--- src/rtl/adcc_pkg.sv ---
package adcc_pkg;

   localparam logic [7:0] A_REV_MIN = 8'h00;
   localparam logic [7:0] A_REV_MAJ = 8'h01;
   localparam logic [7:0] A_STAT    = 8'h08;
   localparam logic [7:0] A_SID     = 8'h40;
   localparam logic [7:0] A_DIG     = 8'h42;
   localparam logic [7:0] A_AVG     = 8'h43;
   localparam logic [7:0] A_CHAN    = 8'h44;
   localparam logic [7:0] A_SETL    = 8'h45;
   localparam logic [7:0] A_EN      = 8'h46;
   localparam logic [7:0] A_REQ     = 8'h47;
   localparam logic [7:0] A_RES_LO  = 8'h50;
   localparam logic [7:0] A_RES_HI  = 8'h51;

   localparam int US_W      = 17;   // holds the longest delay in microseconds
   localparam int AVG_LOG2  = 7;    // up to 128 samples
   localparam int AVG_NW    = 3;

   typedef enum logic [1:0] {ST_IDLE, ST_SETTLE, ST_SAMPLE} seq_state_e;

   typedef struct packed {
      logic [7:0]        chan;
      logic [3:0]        settle;
      logic              adc_en;
      logic              avg_en;
      logic [AVG_NW-1:0] avg_n;
   } cfg_t;

   // Settle delay in microseconds for a code; newer selects the revised table.
   function automatic logic [US_W-1:0] settle_us(input logic [3:0] code, input logic newer);
      logic [US_W-1:0] v;
      if (code < 4'd8) begin
         v = (code == 4'd0) ? US_W'(15) : US_W'(code) * US_W'(100);
      end else if (newer) begin
         v = US_W'(1000) << (code - 4'd8);
      end else begin
         case (code)
            4'd8:    v = US_W'(800);
            4'd9:    v = US_W'(900);
            4'd10:   v = US_W'(1000);
            4'd11:   v = US_W'(2000);
            4'd12:   v = US_W'(4000);
            4'd13:   v = US_W'(6000);
            4'd14:   v = US_W'(8000);
            default: v = US_W'(10000);
         endcase
      end
      return v;
   endfunction

endpackage

--- src/rtl/adcc_regs.sv ---
module adcc_regs
   import adcc_pkg::*;
#(
   parameter int VER_MINOR = 3,
   parameter int VER_MAJOR = 5,
   parameter int DATA_W    = 16
) (
   input  logic              clk,
   input  logic              rst_n,
   input  logic [7:0]        bus_addr,
   input  logic [7:0]        bus_wdata,
   input  logic              bus_we,
   input  logic              bus_re,
   output logic [7:0]        bus_rdata,
   input  logic              pend,
   input  logic              eoc,
   input  logic              fault,
   input  logic [DATA_W-1:0] result,
   output cfg_t              cfg_o,
   output logic              go_o
);

   logic [3:0]        sid_q;
   logic              calv_q;
   logic [1:0]        calm_q;
   logic [1:0]        dec_q;
   logic              aven_q;
   logic [AVG_NW-1:0] avn_q;
   logic [7:0]        chan_q;
   logic [3:0]        setl_q;
   logic              en_q;
   logic [15:0]       res16;
   logic [7:0]        rd_mux;

   always_ff @(posedge clk or negedge rst_n) begin
      if (!rst_n) begin
         sid_q  <= '0;
         calv_q <= 1'b0;
         calm_q <= '0;
         dec_q  <= '0;
         aven_q <= 1'b0;
         avn_q  <= '0;
         chan_q <= '0;
         setl_q <= '0;
         en_q   <= 1'b0;
      end else if (bus_we) begin
         case (bus_addr)
            A_SID:  sid_q  <= bus_wdata[3:0];
            A_DIG: begin
               calv_q <= bus_wdata[6];
               calm_q <= bus_wdata[5:4];
               dec_q  <= bus_wdata[3:2];
            end
            A_AVG: begin
               aven_q <= bus_wdata[7];
               avn_q  <= bus_wdata[AVG_NW-1:0];
            end
            A_CHAN: chan_q <= bus_wdata;
            A_SETL: setl_q <= bus_wdata[3:0];
            A_EN:   en_q   <= bus_wdata[7];
            default: ;
         endcase
      end
   end

   assign go_o = bus_we && (bus_addr == A_REQ) && bus_wdata[7];

   always_comb begin
      cfg_o.chan   = chan_q;
      cfg_o.settle = setl_q;
      cfg_o.adc_en = en_q;
      cfg_o.avg_en = aven_q;
      cfg_o.avg_n  = avn_q;
   end

   always_comb begin
      res16 = '0;
      res16[DATA_W-1:0] = result;
   end

   always_comb begin
      case (bus_addr)
         A_REV_MIN: rd_mux = 8'(VER_MINOR);
         A_REV_MAJ: rd_mux = 8'(VER_MAJOR);
         A_STAT:    rd_mux = {fault, 5'b0, pend, eoc};
         A_SID:     rd_mux = {4'b0, sid_q};
         A_DIG:     rd_mux = {1'b0, calv_q, calm_q, dec_q, 2'b0};
         A_AVG:     rd_mux = {aven_q, {(7-AVG_NW){1'b0}}, avn_q};
         A_CHAN:    rd_mux = chan_q;
         A_SETL:    rd_mux = {4'b0, setl_q};
         A_EN:      rd_mux = {en_q, 7'b0};
         A_RES_LO:  rd_mux = res16[7:0];
         A_RES_HI:  rd_mux = res16[15:8];
         default:   rd_mux = 8'h00;
      endcase
   end

   always_ff @(posedge clk or negedge rst_n) begin
      if (!rst_n)      bus_rdata <= '0;
      else if (bus_re) bus_rdata <= rd_mux;
   end

endmodule

--- src/rtl/adcc_settle.sv ---
module adcc_settle
   import adcc_pkg::*;
#(
   parameter int US_DIV  = 250,
   parameter bit USE_NEW = 1'b1
) (
   input  logic       clk,
   input  logic       rst_n,
   input  logic       start,
   input  logic [3:0] code,
   output logic       done_o
);

   localparam int DIV_W = (US_DIV > 1) ? $clog2(US_DIV) : 1;
   localparam logic [DIV_W-1:0] DIV_LAST = DIV_W'(US_DIV - 1);

   logic [US_W-1:0]  target;
   logic [US_W-1:0]  left_q;
   logic [DIV_W-1:0] div_q;
   logic             run_q;

   generate
      if (USE_NEW) begin : g_tbl_new
         assign target = settle_us(code, 1'b1);
      end else begin : g_tbl_old
         assign target = settle_us(code, 1'b0);
      end
   endgenerate

   always_ff @(posedge clk or negedge rst_n) begin
      if (!rst_n) begin
         run_q  <= 1'b0;
         div_q  <= '0;
         left_q <= '0;
         done_o <= 1'b0;
      end else begin
         done_o <= 1'b0;
         if (start) begin
            run_q  <= 1'b1;
            div_q  <= '0;
            left_q <= target;
         end else if (run_q) begin
            if (div_q == DIV_LAST) begin
               div_q <= '0;
               if (left_q == US_W'(1)) begin
                  run_q  <= 1'b0;
                  done_o <= 1'b1;
               end else begin
                  left_q <= left_q - 1'b1;
               end
            end else begin
               div_q <= div_q + 1'b1;
            end
         end
      end
   end

endmodule

--- src/rtl/adcc_avg.sv ---
module adcc_avg
   import adcc_pkg::*;
#(
   parameter int DATA_W = 16
) (
   input  logic              clk,
   input  logic              rst_n,
   input  logic              clr,
   input  logic              take,
   input  logic [DATA_W-1:0] data,
   input  logic [AVG_NW-1:0] n,
   output logic              last_o,
   output logic [DATA_W-1:0] mean_o
);

   localparam int ACC_W = DATA_W + AVG_LOG2;

   logic [ACC_W-1:0]    acc_q;
   logic [ACC_W-1:0]    sum;
   logic [AVG_LOG2-1:0] cnt_q;
   logic [AVG_LOG2:0]   need;

   assign sum    = acc_q + ACC_W'(data);
   assign mean_o = DATA_W'(sum >> n);
   assign need   = (AVG_LOG2 + 1)'(1) << n;
   assign last_o = ({1'b0, cnt_q} == (need - 1'b1));

   always_ff @(posedge clk or negedge rst_n) begin
      if (!rst_n) begin
         acc_q <= '0;
         cnt_q <= '0;
      end else if (clr) begin
         acc_q <= '0;
         cnt_q <= '0;
      end else if (take) begin
         acc_q <= sum;
         cnt_q <= cnt_q + 1'b1;
      end
   end

endmodule

--- src/rtl/adc_conv_ctrl.sv ---
module adc_conv_ctrl
   import adcc_pkg::*;
#(
   parameter int US_DIV    = 250,
   parameter int VER_MINOR = 3,
   parameter int VER_MAJOR = 5,
   parameter int DATA_W    = 16
) (
   input  logic              clk,
   input  logic              rst_n,
   input  logic [7:0]        bus_addr,
   input  logic [7:0]        bus_wdata,
   input  logic              bus_we,
   input  logic              bus_re,
   output logic [7:0]        bus_rdata,
   output logic              conv_req,
   output logic [7:0]        conv_chan,
   input  logic              conv_valid,
   input  logic [DATA_W-1:0] conv_data,
   input  logic              conv_err,
   output logic              irq
);

   localparam bit NEWER = (VER_MAJOR > 5) || ((VER_MAJOR == 5) && (VER_MINOR >= 3));

   if (US_DIV < 1) begin : g_bad_div
      $error("US_DIV must be at least 1");
   end
   if ((DATA_W < 8) || (DATA_W > 16)) begin : g_bad_width
      $error("DATA_W must lie between 8 and 16");
   end

   cfg_t              cfg;
   logic              go;
   logic              adc_en;
   logic              start_ok;
   logic              settle_done;
   logic              avg_last;
   logic [DATA_W-1:0] avg_mean;
   logic              take;
   seq_state_e        state_q;
   logic              pend_q, eoc_q, fault_q;
   logic [DATA_W-1:0] result_q;
   logic [AVG_NW-1:0] n_q;

   adcc_regs #(.VER_MINOR(VER_MINOR), .VER_MAJOR(VER_MAJOR), .DATA_W(DATA_W)) regs_i (
      .clk(clk), .rst_n(rst_n), .bus_addr(bus_addr), .bus_wdata(bus_wdata),
      .bus_we(bus_we), .bus_re(bus_re), .bus_rdata(bus_rdata),
      .pend(pend_q), .eoc(eoc_q), .fault(fault_q), .result(result_q),
      .cfg_o(cfg), .go_o(go)
   );

   assign adc_en   = cfg.adc_en;
   assign start_ok = go && (state_q == ST_IDLE) && adc_en;
   assign take     = (state_q == ST_SAMPLE) && conv_valid && !conv_err;
   assign conv_req = (state_q == ST_SAMPLE);

   adcc_settle #(.US_DIV(US_DIV), .USE_NEW(NEWER)) settle_i (
      .clk(clk), .rst_n(rst_n), .start(start_ok), .code(cfg.settle), .done_o(settle_done)
   );

   adcc_avg #(.DATA_W(DATA_W)) avg_i (
      .clk(clk), .rst_n(rst_n), .clr(start_ok), .take(take), .data(conv_data),
      .n(n_q), .last_o(avg_last), .mean_o(avg_mean)
   );

   always_ff @(posedge clk or negedge rst_n) begin
      if (!rst_n) begin
         state_q   <= ST_IDLE;
         pend_q    <= 1'b0;
         eoc_q     <= 1'b0;
         fault_q   <= 1'b0;
         irq       <= 1'b0;
         result_q  <= '0;
         conv_chan <= '0;
         n_q       <= '0;
      end else begin
         irq <= 1'b0;
         case (state_q)
            ST_IDLE: begin
               if (go) begin
                  eoc_q <= 1'b0;
                  if (adc_en) begin
                     state_q   <= ST_SETTLE;
                     pend_q    <= 1'b1;
                     fault_q   <= 1'b0;
                     conv_chan <= cfg.chan;
                     n_q       <= cfg.avg_en ? cfg.avg_n : '0;
                  end else begin
                     fault_q <= 1'b1;
                     irq     <= 1'b1;
                  end
               end
            end
            ST_SETTLE: begin
               if (settle_done) state_q <= ST_SAMPLE;
            end
            ST_SAMPLE: begin
               if (conv_err) begin
                  fault_q <= 1'b1;
                  pend_q  <= 1'b0;
                  irq     <= 1'b1;
                  state_q <= ST_IDLE;
               end else if (conv_valid && avg_last) begin
                  result_q <= avg_mean;
                  eoc_q    <= 1'b1;
                  pend_q   <= 1'b0;
                  irq      <= 1'b1;
                  state_q  <= ST_IDLE;
               end
            end
            default: state_q <= ST_IDLE;
         endcase
      end
   end

endmodule

--- config.mk ---
export PLATFORM = sky130hd
export DESIGN_NAME = adc_conv_ctrl
export DESIGN_NICKNAME = d
export VERILOG_FILES = /design/src/rtl/adcc_pkg.sv /design/src/rtl/adcc_regs.sv /design/src/rtl/adcc_settle.sv /design/src/rtl/adcc_avg.sv /design/src/rtl/adc_conv_ctrl.sv
export SDC_FILE = /design/constraint.sdc
export NUM_CORES = 1
export LEC_CHECK = 0
export ABC_AREA = 1
export CORE_MARGIN = 2
export CORE_UTILIZATION = 55
export DETAILED_ROUTE_END_ITERATION = 6
export PLACE_DENSITY_LB_ADDON = 0.12
export SETUP_SLACK_MARGIN = 0.05
export SLEW_MARGIN = 20
export SYNTH_ARGS = -nofsm -noshare
export SYNTH_HDL_FRONTEND = slang
export SYNTH_SLANG_ARGS = --single-unit
export TNS_END_PERCENT = 50
--- constraint.sdc ---
create_clock -name clk -period 4.2 [get_ports clk]
set_input_delay 0.63 -clock clk [delete_from_list [all_inputs] [get_ports clk]]
set_output_delay 0.63 -clock clk [all_outputs]
set_load 0.01 [all_outputs]
==> reports/results.ini <==
[outcome]
status=finished clean

[clocking]
htreeDepth=4
cts_hold_buf=0
clk_path_buf_depth=2
tritoncts=yes
ctsResizeCount=0
cts.sinks=124
cts_buffers=17
clk_latency_ns=0.43
post-cts-setup-buffers=0
clk_pin_slew_ns=0.07
root_buffer=clkbuf_16

[synth]
synthXorXnorAreaFrac_pct=3.27
synth_common_cells=nand2_1, nand3_1, inv_1, dfrtp_1, nor2_1
synth.area.top_cells=dfrtp_1, nand2_1, nand3_1, inv_1, o21ai_0
synth_top_area_share_pct=36.4
yosysWarnings=0
synth_compound_area_share_pct=12.5
netlist_instances=1234
synth.most_common_cell=nand2_1
yosysTopAreaCell=dfrtp_1
synth-edff-count=0
synth_top_family_by_area=simple AND/OR/NAND/NOR gates
ys_seq_elements=124
avgSynthCellArea_um2=6.90
synthArstFlopShare_pct=100
synth_adder_area_share_pct=5.90
synth_mux_area_share_pct=0
ys_seq_area_share_pct=36.4
synth-simple-area-share_pct=33.5
syn_nets=1311
netlist_area_um2=8520
synthFlopType=dfrtp_1
ys_types=49

[sta]
setup_violations=0
timing.fmax_mhz=310
max-slew-margin-rel_pct=46.6
period_share_pct=76.7
slew_violations=0
fin_ws_ns=0.977
fin_tns_setup_ns=0
rsz0062_at_grt=false
skew_ns=0.0107
fin_crit_ns=3.22
hold_violations=0
worst_pin_slew_ns=0.801

[setup_path]
critPathLaunchType=register
cp_slowest_stage_delay_ns=0.82
crit_buf_inv=3
cp_max_fo=23
crit_family=simple AND/OR/NAND/NOR gates
crit_chain=inv_1 > buf_4 > nor2_1 > nand2_1 > ha_1 > xor2_1 > nand3b_1 > nor3_4 > nand4_2 > inv_2 > nand3_1 > nor2_1 > nor2_1
critPathKind=reg2reg
cp_common_cell=nor2_1
crit_path_top_delay_cell=dfrtp_1
worstPathRequired_ns=4.52
cp-end-kind=register
crit_arrival_ns=3.54

[floorplan]
rows=45
ios=56
start_util_pct=56.3
die_area_um2=16500
fp.dieW_um=128
core_um2=15100
die_h_um=128

[routing]
viasPerCell=5.59
vias=8308
drt_iter0_markers=834
wl_per_cell_um=15.7
drc=0
drt-pass1-iter-count=6
ant_nets=0
wl_um=23400

[global_routing]
grt_pass1_wl_um=37700
grt_pass1_vias=7496
antenna_found_initial=0
track_usage_pct=29.1
grt_max_degree=125
grt-ovfl-total=0

[power_and_ir_drop]
p_leak_nw=5.04
pwr-share-comb_pct=11.5
p_sw_uw=897
peakVddDrop_mv=0.345
power_mw=3.22
seqPwrFrac_pct=39.5
p_int_mw=2.33
p_clk_share_pct=49.0
p_per_area_nw_per_um2=327
p_sw_share_pct=27.8

[place]
gp_congestion=0.941
port_buffers=55
hpwl_um=17100
postPlaceCellArea_um2=9240
dp_slack_ns=0.902

[final_layout]
final_util_pct=65.2
drive_gt1_share_pct=4.93
area_delta_synth_final_pct=15.8
n_antenna_cell=0
finalNetCount=1362
fin_area_um2=9870

[hold_path]
hp-class=in2async

[job]
max-cap-violations=0

## flip-flops by register name (all words and copies together), names as in the netlist, 4 cells and up
name and cells:
conv_chan 8, regs_i.setl_q 4, regs_i.bus_rdata 8, regs_i.chan_q 8, settle_i.left_q 17, avg_i.cnt_q 7
result_q 16, avg_i.acc_q 23, settle_i.div_q 8, regs_i.sid_q 4
## layout by cell type, fill, tap and decap left out, drive strengths merged, types with 3 or more instances in the layout
| cell type | instances |
|---|---|
| o21ai | 105 |
| xor2 | 22 |
| ha | 37 |
| a21oi | 39 |
| clkinv | 6 |
| a211oi | 3 |
| nand2 | 366 |
| bufinv | 3 |
| nand4 | 15 |
| buf | 9 |
| and2 | 3 |
| inv | 160 |
| o211ai | 8 |
| dfrtp | 124 |
| o22ai | 7 |
| nand3b | 3 |
| xnor2 | 9 |
| nor4 | 3 |
| nand3 | 151 |
| nor3 | 18 |
| a31oi | 7 |
| clkdlybuf4s50 | 54 |
| o2111ai | 5 |
| a22oi | 4 |
| nor2 | 98 |
| or2 | 3 |
| clkbuf | 17 |
| a31o | 4 |
## worst reg2reg max path, cell delays in order, from the launching register on
cell	delay (ns)
dfrtp_1	0.82
inv_1	0.09
buf_4	0.24
nor2_1	0.18
nand2_1	0.08
ha_1	0.29
xor2_1	0.21
nand3b_1	0.16
nor3_4	0.28
nand4_2	0.25
inv_2	0.26
nand3_1	0.12
nor2_1	0.11
nor2_1	0.04
## routing by layer
metal	up-vias	track usage, %	share of wire [%]
met2	357	42.3	41
met4	0	8.40	1.6
met3	43	6.32	8.2
met5	-	0	0
met1	3743	43.6	49
li1	4165	-	-
## cells by family after synthesis
logic type	after synthesis
DFF	124
adders and majority gates	39
xor gates and xnor gates	31
and+or+nand+nor	664
buffers and inverters	186
AOI/OAI and AO/OA	190
## path summary, 6_finish.rpt
kind / start / end / slack, ns / depth (start not counted)
worst max register to register: n_q[0] / result_q[15] / 0.98 / 13
worst min-delay path: rst_n / avg_i.acc_q[8] / 0.22 / 2
max in group asynchronous: rst_n / n_q[0] / 3.36 / 2
worst min register to register: conv_chan[1] / conv_chan[1] / 0.48 / 2
min in group clk: conv_chan[1] / conv_chan[1] / 0.48 / 2
worst max-delay path: n_q[0] / result_q[15] / 0.98 / 13
## cell type report
cell class | count | area (µm²)
Timing Repair Buffer | 63 | 621
Fill cell | 1355 | 5280
Sequential cell | 124 | 3100
Multi-Input combinational cell | 924 | 4700
Clock buffer | 17 | 425
Clock inverter | 15 | 199
Tap cell | 188 | 235
Inverter | 155 | 582
## power by group through the flow
| stage | clock [mW] | combinational, mW | sequential [mW] |
|---|---|---|---|
| finish | 1.58 | 0.372 | 1.27 |
| floorplan | 0 | 0.240 | 1.28 |
| global placement | 0 | 0.362 | 1.29 |
| CTS | 1.59 | 0.369 | 1.27 |
| global route | 1.65 | 0.422 | 1.28 |
| detailed placement | 0 | 0.366 | 1.29 |
## through the flow
step,cells,hold WS (ns)
2_1_floorplan,1234,0.334
3_3_place_gp,1454,0.461
3_5_place_dp,1454,0.465
4_1_cts,1486,0.340
5_1_grt,1486,0.374
6_report,1486,0.225
No activity file was read; power rests on OpenSTA's default activity.
